===== src/rtl/vcmp_unit.sv =====
module vcmp_unit #(
  parameter int EXP_W = 7,
  parameter int MAN_W = 16,
  parameter int LANES = 4,
  localparam int FW = 1 + EXP_W + MAN_W
) (
  input  logic               clk,
  input  logic               rst_n,
  input  logic               issue,
  input  logic [2:0]         op,
  input  logic [2:0]         mode_x,
  input  logic [2:0]         mode_y,
  input  logic [LANES*FW-1:0] src_a,
  input  logic [LANES*FW-1:0] src_b,
  output logic [LANES*FW-1:0] res,
  output logic [1:0]         cc
);

  localparam logic [2:0] OP_CMP = 3'd0;
  localparam logic [2:0] OP_SGE = 3'd1;
  localparam logic [2:0] OP_SLT = 3'd2;
  localparam logic [2:0] OP_MAX = 3'd3;
  localparam logic [2:0] OP_MIN = 3'd4;
  localparam logic [FW-1:0] ONE_VAL = {2'b00, {(EXP_W-1){1'b1}}, {MAN_W{1'b0}}};

  function automatic logic is_nan(input logic [FW-1:0] v);
    return (&v[FW-2:MAN_W]) && (|v[MAN_W-1:0]);
  endfunction

  // monotonic unsigned key; both zeros collapse onto one key
  function automatic logic [FW-1:0] order_key(input logic [FW-1:0] v);
    logic [FW-1:0] z;
    z = (v[FW-2:0] == '0) ? '0 : v;
    return z[FW-1] ? ~z : {1'b1, z[FW-2:0]};
  endfunction

  function automatic logic mode_hit(input logic [2:0] m, input logic un, input logic lt,
                                    input logic eq, input logic prev);
    case (m)
      3'd0:    return eq;
      3'd1:    return !eq;
      3'd2:    return lt;
      3'd3:    return lt || eq;
      3'd4:    return !un && !lt && !eq;
      3'd5:    return !un && !lt;
      default: return prev;
    endcase
  endfunction

  logic [LANES-1:0]    l_un, l_lt, l_eq;
  logic [LANES*FW-1:0] res_nxt;
  logic [1:0]          cc_nxt;

  for (genvar i = 0; i < LANES; i++) begin : g_lane
    logic [FW-1:0] a, b, ka, kb;
    logic          gt;
    assign a  = src_a[i*FW +: FW];
    assign b  = src_b[i*FW +: FW];
    assign ka = order_key(a);
    assign kb = order_key(b);
    assign l_un[i] = is_nan(a) || is_nan(b);
    assign l_lt[i] = !l_un[i] && (ka < kb);
    assign l_eq[i] = !l_un[i] && (ka == kb);
    assign gt      = !l_un[i] && (ka > kb);

    always_comb begin
      case (op)
        OP_SGE:  res_nxt[i*FW +: FW] = (!l_un[i] && !l_lt[i]) ? ONE_VAL : '0;
        OP_SLT:  res_nxt[i*FW +: FW] = l_lt[i] ? ONE_VAL : '0;
        OP_MAX:  res_nxt[i*FW +: FW] = gt ? a : b;
        OP_MIN:  res_nxt[i*FW +: FW] = l_lt[i] ? a : b;
        default: res_nxt[i*FW +: FW] = res[i*FW +: FW];
      endcase
    end

    assert_sge_domain_R4: assert property (@(posedge clk) disable iff (!rst_n)
      (issue && op == OP_SGE) |=> (res[i*FW +: FW] == ONE_VAL || res[i*FW +: FW] == '0));

    assert_max_pick_R6: assert property (@(posedge clk) disable iff (!rst_n)
      (issue && op == OP_MAX) |=> (res[i*FW +: FW] == $past(src_a[i*FW +: FW]) ||
                                   res[i*FW +: FW] == $past(src_b[i*FW +: FW])));
  end

  assign cc_nxt[0] = mode_hit(mode_x, l_un[0], l_lt[0], l_eq[0], cc[0]);
  assign cc_nxt[1] = mode_hit(mode_y, l_un[1], l_lt[1], l_eq[1], cc[1]);

  always_ff @(posedge clk or negedge rst_n) begin
    if (!rst_n) begin
      res <= '0;
      cc  <= '0;
    end else if (issue) begin
      case (op)
        OP_CMP:                         cc  <= cc_nxt;
        OP_SGE, OP_SLT, OP_MAX, OP_MIN: res <= res_nxt;
        default: ;
      endcase
    end
  end

  assert_idle_hold_R9: assert property (@(posedge clk) disable iff (!rst_n)
    (!issue || op > OP_MIN) |=> ($stable(cc) && $stable(res)));

  assert_cmp_keeps_res_R2: assert property (@(posedge clk) disable iff (!rst_n)
    (issue && op == OP_CMP) |=> $stable(res));

  assert_bad_mode_x_R3: assert property (@(posedge clk) disable iff (!rst_n)
    (issue && op == OP_CMP && mode_x > 3'd5) |=> (cc[0] == $past(cc[0])));

  assert_bad_mode_y_R3: assert property (@(posedge clk) disable iff (!rst_n)
    (issue && op == OP_CMP && mode_y > 3'd5) |=> (cc[1] == $past(cc[1])));

  assert_result_keeps_cc_R4: assert property (@(posedge clk) disable iff (!rst_n)
    (issue && op != OP_CMP) |=> $stable(cc));

endmodule


===== config.mk =====
export PLATFORM = sky130hd
export DESIGN_NAME = vcmp_unit
export DESIGN_NICKNAME = d
export VERILOG_FILES = /design/src/rtl/vcmp_unit.sv
export SDC_FILE = /design/constraint.sdc
export NUM_CORES = 1
export LEC_CHECK = 0
export BUFFER_PORTS_ARGS = -buffer_cell sky130_fd_sc_hd__buf_4
export CAP_MARGIN = 20
export CORE_MARGIN = 4
export CORE_UTILIZATION = 55
export DETAILED_ROUTE_END_ITERATION = 10
export PLACE_DENSITY_LB_ADDON = 0.08
export SETUP_SLACK_MARGIN = 0.5
export SLEW_MARGIN = 30
export SYNTH_ARGS = -nofsm -noshare
export SYNTH_HDL_FRONTEND = slang
export SYNTH_SLANG_ARGS = --single-unit

===== constraint.sdc =====
create_clock -name clk -period 1.11 [get_ports clk]
set_clock_uncertainty 0.1 [all_clocks]
set_input_delay 0.0555 -clock clk [delete_from_list [all_inputs] [get_ports clk]]
set_output_delay 0.0555 -clock clk [all_outputs]
set_load 0.02 [all_outputs]

==> run summary, run 1 <==
=================================================================================
Portion of synthesized cell area occupied by the leading cell type .        22.6%
CTS max path bufs ..................................................            2
Synthesized instance count .........................................         1310
Library cell occupying the most area in the post-synthesis netlist . sky130_fd_sc_hd__dfrtp_1
Placed instance area ...............................................  16400 sq um
Last reported worst endpoint of the global-route repair pass ....... res[88]$_DFFE_PN0P_/D
Count of H-tree levels built during CTS ............................            3
Vertical die dimension .............................................  149 microns
Number of sinks handled by clock tree synthesis ....................           98
Placer Congestion ..................................................        0.939
Register bit total from synthesis ..................................           98
Most instantiated flip-flop cell in the synthesis netlist .......... sky130_fd_sc_hd__dfrtp_1
Post-DP HPWL ....................................................... 33800 microns
Part of the Yosys area used for sequential elements ................        22.6%
Worst ep type ...................................................... sequential cell input
Tool error ......................................................... [ERROR DPL-0038] Utilization greater than 100%, impossible to legalize
Number of warnings issued by yosys .................................            0
Synth unique cells .................................................           67
Number of enable flip-flop cells after synthesis ...................            0
Average cell area after synthesis ..................................   8.29 sq um
Status ............................................................. stopped before the end
Clock buffers created by TritonCTS .................................            9
Fraction of registers with async set/reset .........................         100%
Leading post-synthesis cells by cell area .......................... sky130_fd_sc_hd__dfrtp_1 23%, sky130_fd_sc_hd__ha_1 11%, sky130_fd_sc_hd__a221o_1 7.7%, sky130_fd_sc_hd__xnor2_1 7.4%, sky130_fd_sc_hd__xor2_1 7.4%
Input/output buffers ...............................................          301
Syn Std Cell Area ..................................................  10900 sq um
# IOs ..............................................................          302
Net count after synthesis ..........................................         1610
Last flow stage reached ............................................ global routing (5_1_grt)
X dimension of the die .............................................  149 microns
Site row count .....................................................           51
Pin count of the biggest net entering global routing ...............           42
Clock Root Buffer .................................................. sky130_fd_sc_hd__clkbuf_16
Worst slack, placed ................................................     -2920 ps
Starting Density ...................................................        55.8%
=================================================================================
## kinds of logic after synthesis
family	synth area share, %
buffers and inverters	3.71
flip-flops	22.6
AND/OR/NAND/NOR	25.2
XOR/XNOR	14.8
multiplexers	1.89
adder cells (fa/ha/maj)	11.1
AO/OA/AOI/OAI	20.7
## Yosys cell counts, drive strengths merged, types with 10 or more instances
| cell type | n |
|---|---|
| o21ai | 28 |
| nand4 | 50 |
| buf | 26 |
| mux2 | 12 |
| xnor2 | 92 |
| o211ai | 13 |
| nor3 | 35 |
| nand2 | 149 |
| a21o | 10 |
| nor4 | 42 |
| o31ai | 17 |
| ha | 96 |
| and2 | 79 |
| nor2 | 101 |
| dfrtp | 98 |
| a31oi | 11 |
| a221o | 84 |
| inv | 10 |
| xor2 | 92 |
| and4 | 15 |
| clkbuf | 59 |
| or3 | 11 |
| a21oi | 65 |
| nand3 | 28 |
## stage by stage
| stage | utilization [%] | std cells |
|---|---|---|
| after floorplan | - | 1310 |
| after global placement | 84.1 | 2145 |
| after detailed placement | 84.1 | 2145 |
| after CTS | 93.5 | 2209 |
## what timing repair did
action	in CTS
gates resized for setup	213
setup buffers	39
pin swaps	83
cloned	9
hold endpoints to repair	169
setup endpoints to repair	196
==> inputs of run 2 (changes only) <==
--- a/config.mk
+++ b/config.mk
@@ -8,10 +8,9 @@
 export BUFFER_PORTS_ARGS = -buffer_cell sky130_fd_sc_hd__buf_4
 export CAP_MARGIN = 20
 export CORE_MARGIN = 4
-export CORE_UTILIZATION = 55
+export CORE_UTILIZATION = 40
 export DETAILED_ROUTE_END_ITERATION = 10
-export PLACE_DENSITY_LB_ADDON = 0.08
-export SETUP_SLACK_MARGIN = 0.5
+export PLACE_DENSITY_LB_ADDON = 0.15
 export SLEW_MARGIN = 30
 export SYNTH_ARGS = -nofsm -noshare
 export SYNTH_HDL_FRONTEND = slang
==> run summary, run 2 <==
=================================================================================
Cells after DPL ....................................................         2244
Status ............................................................. complete, but fails checks
Static Leakage .....................................................      9.51 nW
Placed instance area ...............................................  16600 sq um
Data required time at the worst endpoint ...........................      1260 ps
Wire length of the first global-routing pass ....................... 73500 microns
Register name with the most flops ..................................          res
CTS max path bufs ..................................................            2
Worst slack, placed ................................................     -2790 ps
Max-slew violation count ...........................................            0
Syn Std Cell Area ..................................................  10900 sq um
Final hold viol count ..............................................            1
Number of remaining DRC errors .....................................            0
Antenna Diode Count ................................................            0
Clock tree from TritonCTS ..........................................          yes
Input/output buffers ...............................................          301
Max reg flops ......................................................           96
Post-route design area .............................................  20100 sq um
Most instantiated flip-flop cell in the synthesis netlist .......... sky130_fd_sc_hd__dfrtp_1
Leading cell type in the layout, fill and taps excluded ............ sky130_fd_sc_hd__buf_4
CTS Hold Buffers Added .............................................          140
Worst Setup End Kind ...............................................         flop
Net count after synthesis ..........................................         1610
Number of iterations in the first detailed-routing pass ............            5
CP startpoint kind ................................................. primary input
Worst relative slew slack ..........................................        57.5%
Layout overhead on the synthesized area ............................        84.8%
X dimension of the die .............................................  173 microns
DRT iter0 DRCs .....................................................         1038
Clock buffers created by TritonCTS .................................            9
Shortest period the worst path allows ..............................      3470 ps
Max capacitance violation total ....................................            0
Path type of the worst setup path .................................. primary input to flop
Site row count .....................................................           60
IR drop worst, VDD .................................................     0.642 mV
Number of vias per cell after detailed routing .....................         5.64
# IOs ..............................................................          302
Leading post-synthesis cells by cell area .......................... sky130_fd_sc_hd__dfrtp_1 23%, sky130_fd_sc_hd__ha_1 11%, sky130_fd_sc_hd__a221o_1 7.7%, sky130_fd_sc_hd__xnor2_1 7.4%, sky130_fd_sc_hd__xor2_1 7.4%
Part of the Yosys area used for sequential elements ................        22.6%
Synthesized instance count .........................................         1310
Ranking of synthesized cells by instance count ..................... 149 x sky130_fd_sc_hd__nand2_1, 100 x sky130_fd_sc_hd__nor2_1, 98 x sky130_fd_sc_hd__dfrtp_1, 96 x sky130_fd_sc_hd__ha_1
Post-DP HPWL ....................................................... 32600 microns
Placer Congestion ..................................................        0.918
Routed wirelength normalized by instance count ..................... 19.4 microns
Count of H-tree levels built during CTS ............................            3
Count of fill cells added during filler insertion ..................         1873
Largest registers .................................................. res x96, cc x2
Count of nets after finishing ......................................         2415
Power density over the cells .......................................  887 nW/um^2
Clock latency on the worst-skew pair ...............................       350 ps
Leading cell types in the layout, fill and taps excluded ........... 639 x sky130_fd_sc_hd__buf_4, 139 x sky130_fd_sc_hd__dlygate4sd3_1, 135 x sky130_fd_sc_hd__nand2_1
Synth unique cells .................................................           67
Via count of the first global-routing pass .........................        14200
Average cell area after synthesis ..................................   8.29 sq um
Transition time at the pin with the least slew margin ..............       635 ps
Hold WS ............................................................     -2.99 ps
Layout cell share with drive strength beyond 1 .....................        44.2%
Peak Freq ..........................................................    0.288 GHz
Data arrival time of the critical path .............................      3620 ps
Gr ovfl total ......................................................            0
Number of sinks handled by clock tree synthesis ....................           98
Library cell occupying the most area in the post-synthesis netlist . sky130_fd_sc_hd__dfrtp_1
Post-route fraction of the period consumed by the critical path ....         313%
Fin Setup TNS ......................................................   -207950 ps
Register bit total from synthesis ..................................           98
Fraction of registers with async set/reset .........................         100%
Starting Density ...................................................        40.5%
Initial antenna violation count ....................................            0
Number of warnings issued by yosys .................................            0
Number of enable flip-flop cells after synthesis ...................            0
Final Util .........................................................        74.9%
Portion of synthesized cell area occupied by the leading cell type .        22.6%
Clock Root Buffer .................................................. sky130_fd_sc_hd__clkbuf_16
Final Instance Count excl. Fillers .................................         2461
PnR Total Power ....................................................      17.8 mW
Clock-pin slew on the worst setup and hold paths ...................        80 ps
Total die area .....................................................  29900 sq um
Vertical die dimension .............................................  173 microns
Number of endpoints failing setup at the final stage ...............           99
Via count ..........................................................        13900
Worst setup slack after layout .....................................     -2360 ps
Pin count of the biggest net entering global routing ...............           44
CP max FO ..........................................................            6
Failing checks ..................................................... negative hold slack, negative setup slack
Leading cell type by number of instances after synthesis ........... sky130_fd_sc_hd__nand2_1
Placeable core area ................................................  26800 sq um
Routed wire length ................................................. 47700 microns
Worst hold-check path type ......................................... primary input to flop
ANT nets after route ...............................................            0
Total routing usage reported by global routing .....................        29.4%
Unrepaired setup endpoints after global routing ....................         true
=================================================================================
-- run 2: cell counts after synthesis --
Identical to the previous run, type by type.
-- run 2: repair_timing --
item | in CTS | in global routing
buffers inserted | 33 | 17
gates resized for setup | 163 | 94
gates cloned | 8 | 6
pin swaps | 107 | 72
endpoints found under the hold margin | 169 | 1
endpoints found under the setup margin | 104 | 124
-- run 2: kinds of logic (layout without fill, tap and decap cells) --
logic type | Yosys count | after routing | synth area share [%]
AOI/OAI and AO/OA | 285 | 285 | 20.7
xor gates and xnor gates | 184 | 184 | 14.8
adders and majority gates | 96 | 96 | 11.1
buffers and inverters | 95 | 902 | 3.71
DFF | 98 | 98 | 22.6
muxes | 19 | 19 | 1.89
and+or+nand+nor | 533 | 536 | 25.2
-- run 2: where the power goes --
group / total (mW) / internal, mW / switching [mW]
Clock: 3.95 / 2.23 / 1.72
Combinational: 9.39 / 4.86 / 4.54
Sequential: 4.46 / 4.10 / 0.365
-- run 2: worst paths after layout --
kind | from | end | slack (ps) | cells past startpoint
worst max-delay path | src_a[72] | res[93] | -2360 | 16
worst min-delay path | mode_x[2] | cc[0] | -3 | 3
worst max register to register | res[1] | res[1] | 30 | 2
worst min register to register | res[43] | res[43] | 400 | 2
max in group asynchronous | rst_n | res[78] | 420 | 3
min in group asynchronous | rst_n | res[87] | 170 | 3
-- run 2: cell type report --
type	instances	area, sq um	share of cell area, %
clock buffer	10	229	1.14
multi-input combinational	1120	9270	46.2
sequential	98	2450	12.2
tap	341	427	2.13
timing repair buffer	876	7540	37.6
inverter	10	37.5	0.187
clock inverter	6	114	0.567
-- run 2: worst max-delay path: stages --
cell	delay [ps]
sky130_fd_sc_hd__buf_4	120
sky130_fd_sc_hd__nor4_4	290
sky130_fd_sc_hd__nand2_2	140
sky130_fd_sc_hd__nor3_4	280
sky130_fd_sc_hd__nand2b_4	230
sky130_fd_sc_hd__xnor2_2	80
sky130_fd_sc_hd__ha_1	310
sky130_fd_sc_hd__and3_4	180
sky130_fd_sc_hd__nand4_1	130
sky130_fd_sc_hd__nor3_2	300
sky130_fd_sc_hd__o31ai_4	160
sky130_fd_sc_hd__buf_6	160
sky130_fd_sc_hd__a41o_1	220
sky130_fd_sc_hd__or3_1	390
sky130_fd_sc_hd__a311o_1	280
sky130_fd_sc_hd__a221o_1	290
-- run 2: metal layers --
metal	share of wire (%)	global-route usage, %
met1	41	36.6
met3	6.0	4.35
met5	0	0
met2	49	52.2
met4	3.5	9.78
Note: power is estimated with default switching activity, not from simulation.
==> inputs of run 3 (changes only) <==
--- a/config.mk
+++ b/config.mk
@@ -10,7 +10,6 @@
 export CORE_MARGIN = 4
 export CORE_UTILIZATION = 40
 export DETAILED_ROUTE_END_ITERATION = 10
-export PLACE_DENSITY_LB_ADDON = 0.15
 export SLEW_MARGIN = 30
 export SYNTH_ARGS = -nofsm -noshare
 export SYNTH_HDL_FRONTEND = slang
==> run summary, run 3 (synthesis results as in run 2) <==
==============================================================================
Max-slew violation count ........................................            0
Number of iterations in the first detailed-routing pass .........            5
Final Instance Count excl. Fillers ..............................         2465
Worst slack, placed .............................................     -2770 ps
Wire length of the first global-routing pass .................... 74600 microns
DRT iter0 DRCs ..................................................          893
Via count of the first global-routing pass ......................        14400
Static Leakage ..................................................      9.57 nW
Data arrival time of the critical path ..........................      3570 ps
Pin count of the biggest net entering global routing ............           47
Worst relative slew slack .......................................        65.5%
Cells after DPL .................................................         2244
Data required time at the worst endpoint ........................      1260 ps
Peak Freq .......................................................    0.293 GHz
Antenna Diode Count .............................................            0
Failing checks .................................................. negative setup slack
Leading cell types in the layout, fill and taps excluded ........ 635 x sky130_fd_sc_hd__buf_4, 139 x sky130_fd_sc_hd__dlygate4sd3_1, 137 x sky130_fd_sc_hd__nand2_1
Total routing usage reported by global routing ..................        29.8%
Max reg flops ...................................................           96
Gr ovfl total ...................................................            0
Placeable core area .............................................  26800 sq um
Clock tree from TritonCTS .......................................          yes
Via count .......................................................        13900
Post-route fraction of the period consumed by the critical path .         308%
Slowest cell on the critical path ............................... sky130_fd_sc_hd__or3b_4
Worst hold-check path type ...................................... primary input to flop
Worst path most repeated cell ................................... sky130_fd_sc_hd__buf_6
Input/output buffers ............................................          301
IR drop worst, VDD ..............................................     0.608 mV
Endpoint of the worst-slack reg-to-reg timing path ..............       res[9]
Largest registers ............................................... res x96, cc x2
Starting Density ................................................        40.5%
Hold WS .........................................................      9.92 ps
Final hold viol count ...........................................            0
Number of sinks handled by clock tree synthesis .................           98
Number of remaining DRC errors ..................................            0
Worst Path Buf+Inv ..............................................            3
Count of nets after finishing ...................................         2420
Hold path start .................................................    mode_x[1]
Critical path's top delay family ................................ simple AND/OR/NAND/NOR gates
Length in cells of the worst reg-to-reg path ....................            3
X dimension of the die ..........................................  173 microns
Count of H-tree levels built during CTS .........................            3
Crit path cell chain ............................................ buf_8 > nor4_4 > nand2_2 > nor3_4 > nand2b_4 > xnor2_2 > ha_1 > nand4_4 > nor3_2 > a222oi_1 > or3b_4 > buf_6 > o21a_1 > buf_6 > mux2_4 > a221oi_2 > o21ai_1
Status .......................................................... complete, but fails checks
# IOs ...........................................................          302
Routed wire length .............................................. 47500 microns
Placer Congestion ...............................................        0.898
Worst setup slack after layout ..................................     -2310 ps
Site row count ..................................................           60
Placed instance area ............................................  16600 sq um
Clock buffers created by TritonCTS ..............................            9
Worst Setup End Kind ............................................         flop
Shortest period the worst path allows ...........................      3420 ps
Post-DP HPWL .................................................... 32600 microns
ANT nets after route ............................................            0
Routed wirelength normalized by instance count .................. 19.3 microns
Initial antenna violation count .................................            0
Number of vias per cell after detailed routing ..................         5.63
Clock Root Buffer ............................................... sky130_fd_sc_hd__clkbuf_16
Number of endpoints failing setup at the final stage ............          103
CTS max path bufs ...............................................            2
Worst setup startpoint ..........................................     src_a[0]
CP startpoint kind .............................................. primary input
Max capacitance violation total .................................            0
Total die area ..................................................  29900 sq um
Path type of the worst setup path ............................... primary input to flop
Clock-pin slew on the worst setup and hold paths ................        80 ps
Unrepaired setup endpoints after global routing .................         true
Layout cell share with drive strength beyond 1 ..................        45.7%
Layout overhead on the synthesized area .........................        88.0%
Register name with the most flops ...............................          res
Endpoint with the worst hold slack ..............................        cc[0]
Delay of the slowest cell on the worst path .....................       450 ps
Vertical die dimension ..........................................  173 microns
Setup slack on the worst flop-to-flop path ......................       -20 ps
Hold Crit Depth .................................................            3
Leading cell type in the layout, fill and taps excluded ......... sky130_fd_sc_hd__buf_4
Worst r2r src ...................................................       res[9]
Post-route design area ..........................................  20400 sq um
Transition time at the pin with the least slew margin ...........       515 ps
CP max FO .......................................................            6
Clock latency on the worst-skew pair ............................       360 ps
Power density over the cells ....................................  863 nW/um^2
==============================================================================
==> run 3: cell count changes in the layout (fill, tap and decap cells not counted), moves of 6 or more <==
cell,previous run,this run
sky130_fd_sc_hd__ha_4,4,12
sky130_fd_sc_hd__nor2_4,5,13
sky130_fd_sc_hd__a21oi_2,7,15
sky130_fd_sc_hd__buf_6,67,73
sky130_fd_sc_hd__o31ai_1,7,1
sky130_fd_sc_hd__a21oi_1,56,48
sky130_fd_sc_hd__ha_1,92,84
==> run 3: through the flow <==
stage	total power, mW	util, %	setup TNS [ps]
3_3_place_gp	12.3	61.9	-244500
2_1_floorplan	8.54	-	-204010
3_5_place_dp	12.4	61.9	-249000
5_1_grt	18.6	76.2	-224450
6_report	17.6	76.2	-211510
4_1_cts	17.0	73.9	-199280
==> run 3: worst max-delay path by stage <==
stage	to	slack [ps]	depth (start not counted)
2_1_floorplan	res[47]	-2290	15
3_3_place_gp	res[10]	-2750	17
3_5_place_dp	res[20]	-2770	16
4_1_cts	res[93]	-2200	16
5_1_grt	res[21]	-2460	17
6_report	res[21]	-2310	17
==> run 3: area by class of cell <==
type                            instances  area, sq um
Clock buffer                           10          239
Clock inverter                          5         62.6
Fill cell                            1825         6380
Inverter                               10         37.5
Multi-Input combinational cell       1117         9510
Sequential cell                        98         2450
Tap cell                              341          427
Timing Repair Buffer                  884         7690
==> run 3: worst reg2reg max path: cells and delay by family, from the launching register on <==
family / cells / cell delay [ps]
compound gates: 1 / 250
buf+inv: 1 / 140
flops: 1 / 400
simple gates: 1 / 130
==> run 3: report_power, final <==
| part | leakage (nW) | total, mW | switching (mW) | internal [mW] |
|---|---|---|---|---|
| Clock | 0.142 | 3.49 | 1.67 | 1.82 |
| Sequential | 1.31 | 4.46 | 0.359 | 4.10 |
| Combinational | 8.12 | 9.67 | 4.64 | 5.04 |
| Total | 9.57 | 17.6 | 6.66 | 11.0 |
==> run 3: repair_timing <==
action                                  CTS  global route
endpoints found under the setup margin  109           109
hold endpoints to repair                168             0
setup buffers                            40            22
hold buffers                            139             0
gates cloned                              9             4
resized for setup                       215            95
pin swaps                               120            85
==> run 3: metal layers <==
layer	up-vias	part of all wire, %	global-route usage, %
met4	0	3.9	11.9
met2	513	49	52.1
li1	6511	-	-
met1	6711	42	37.1
met5	-	0	0
met3	136	5.4	4.37
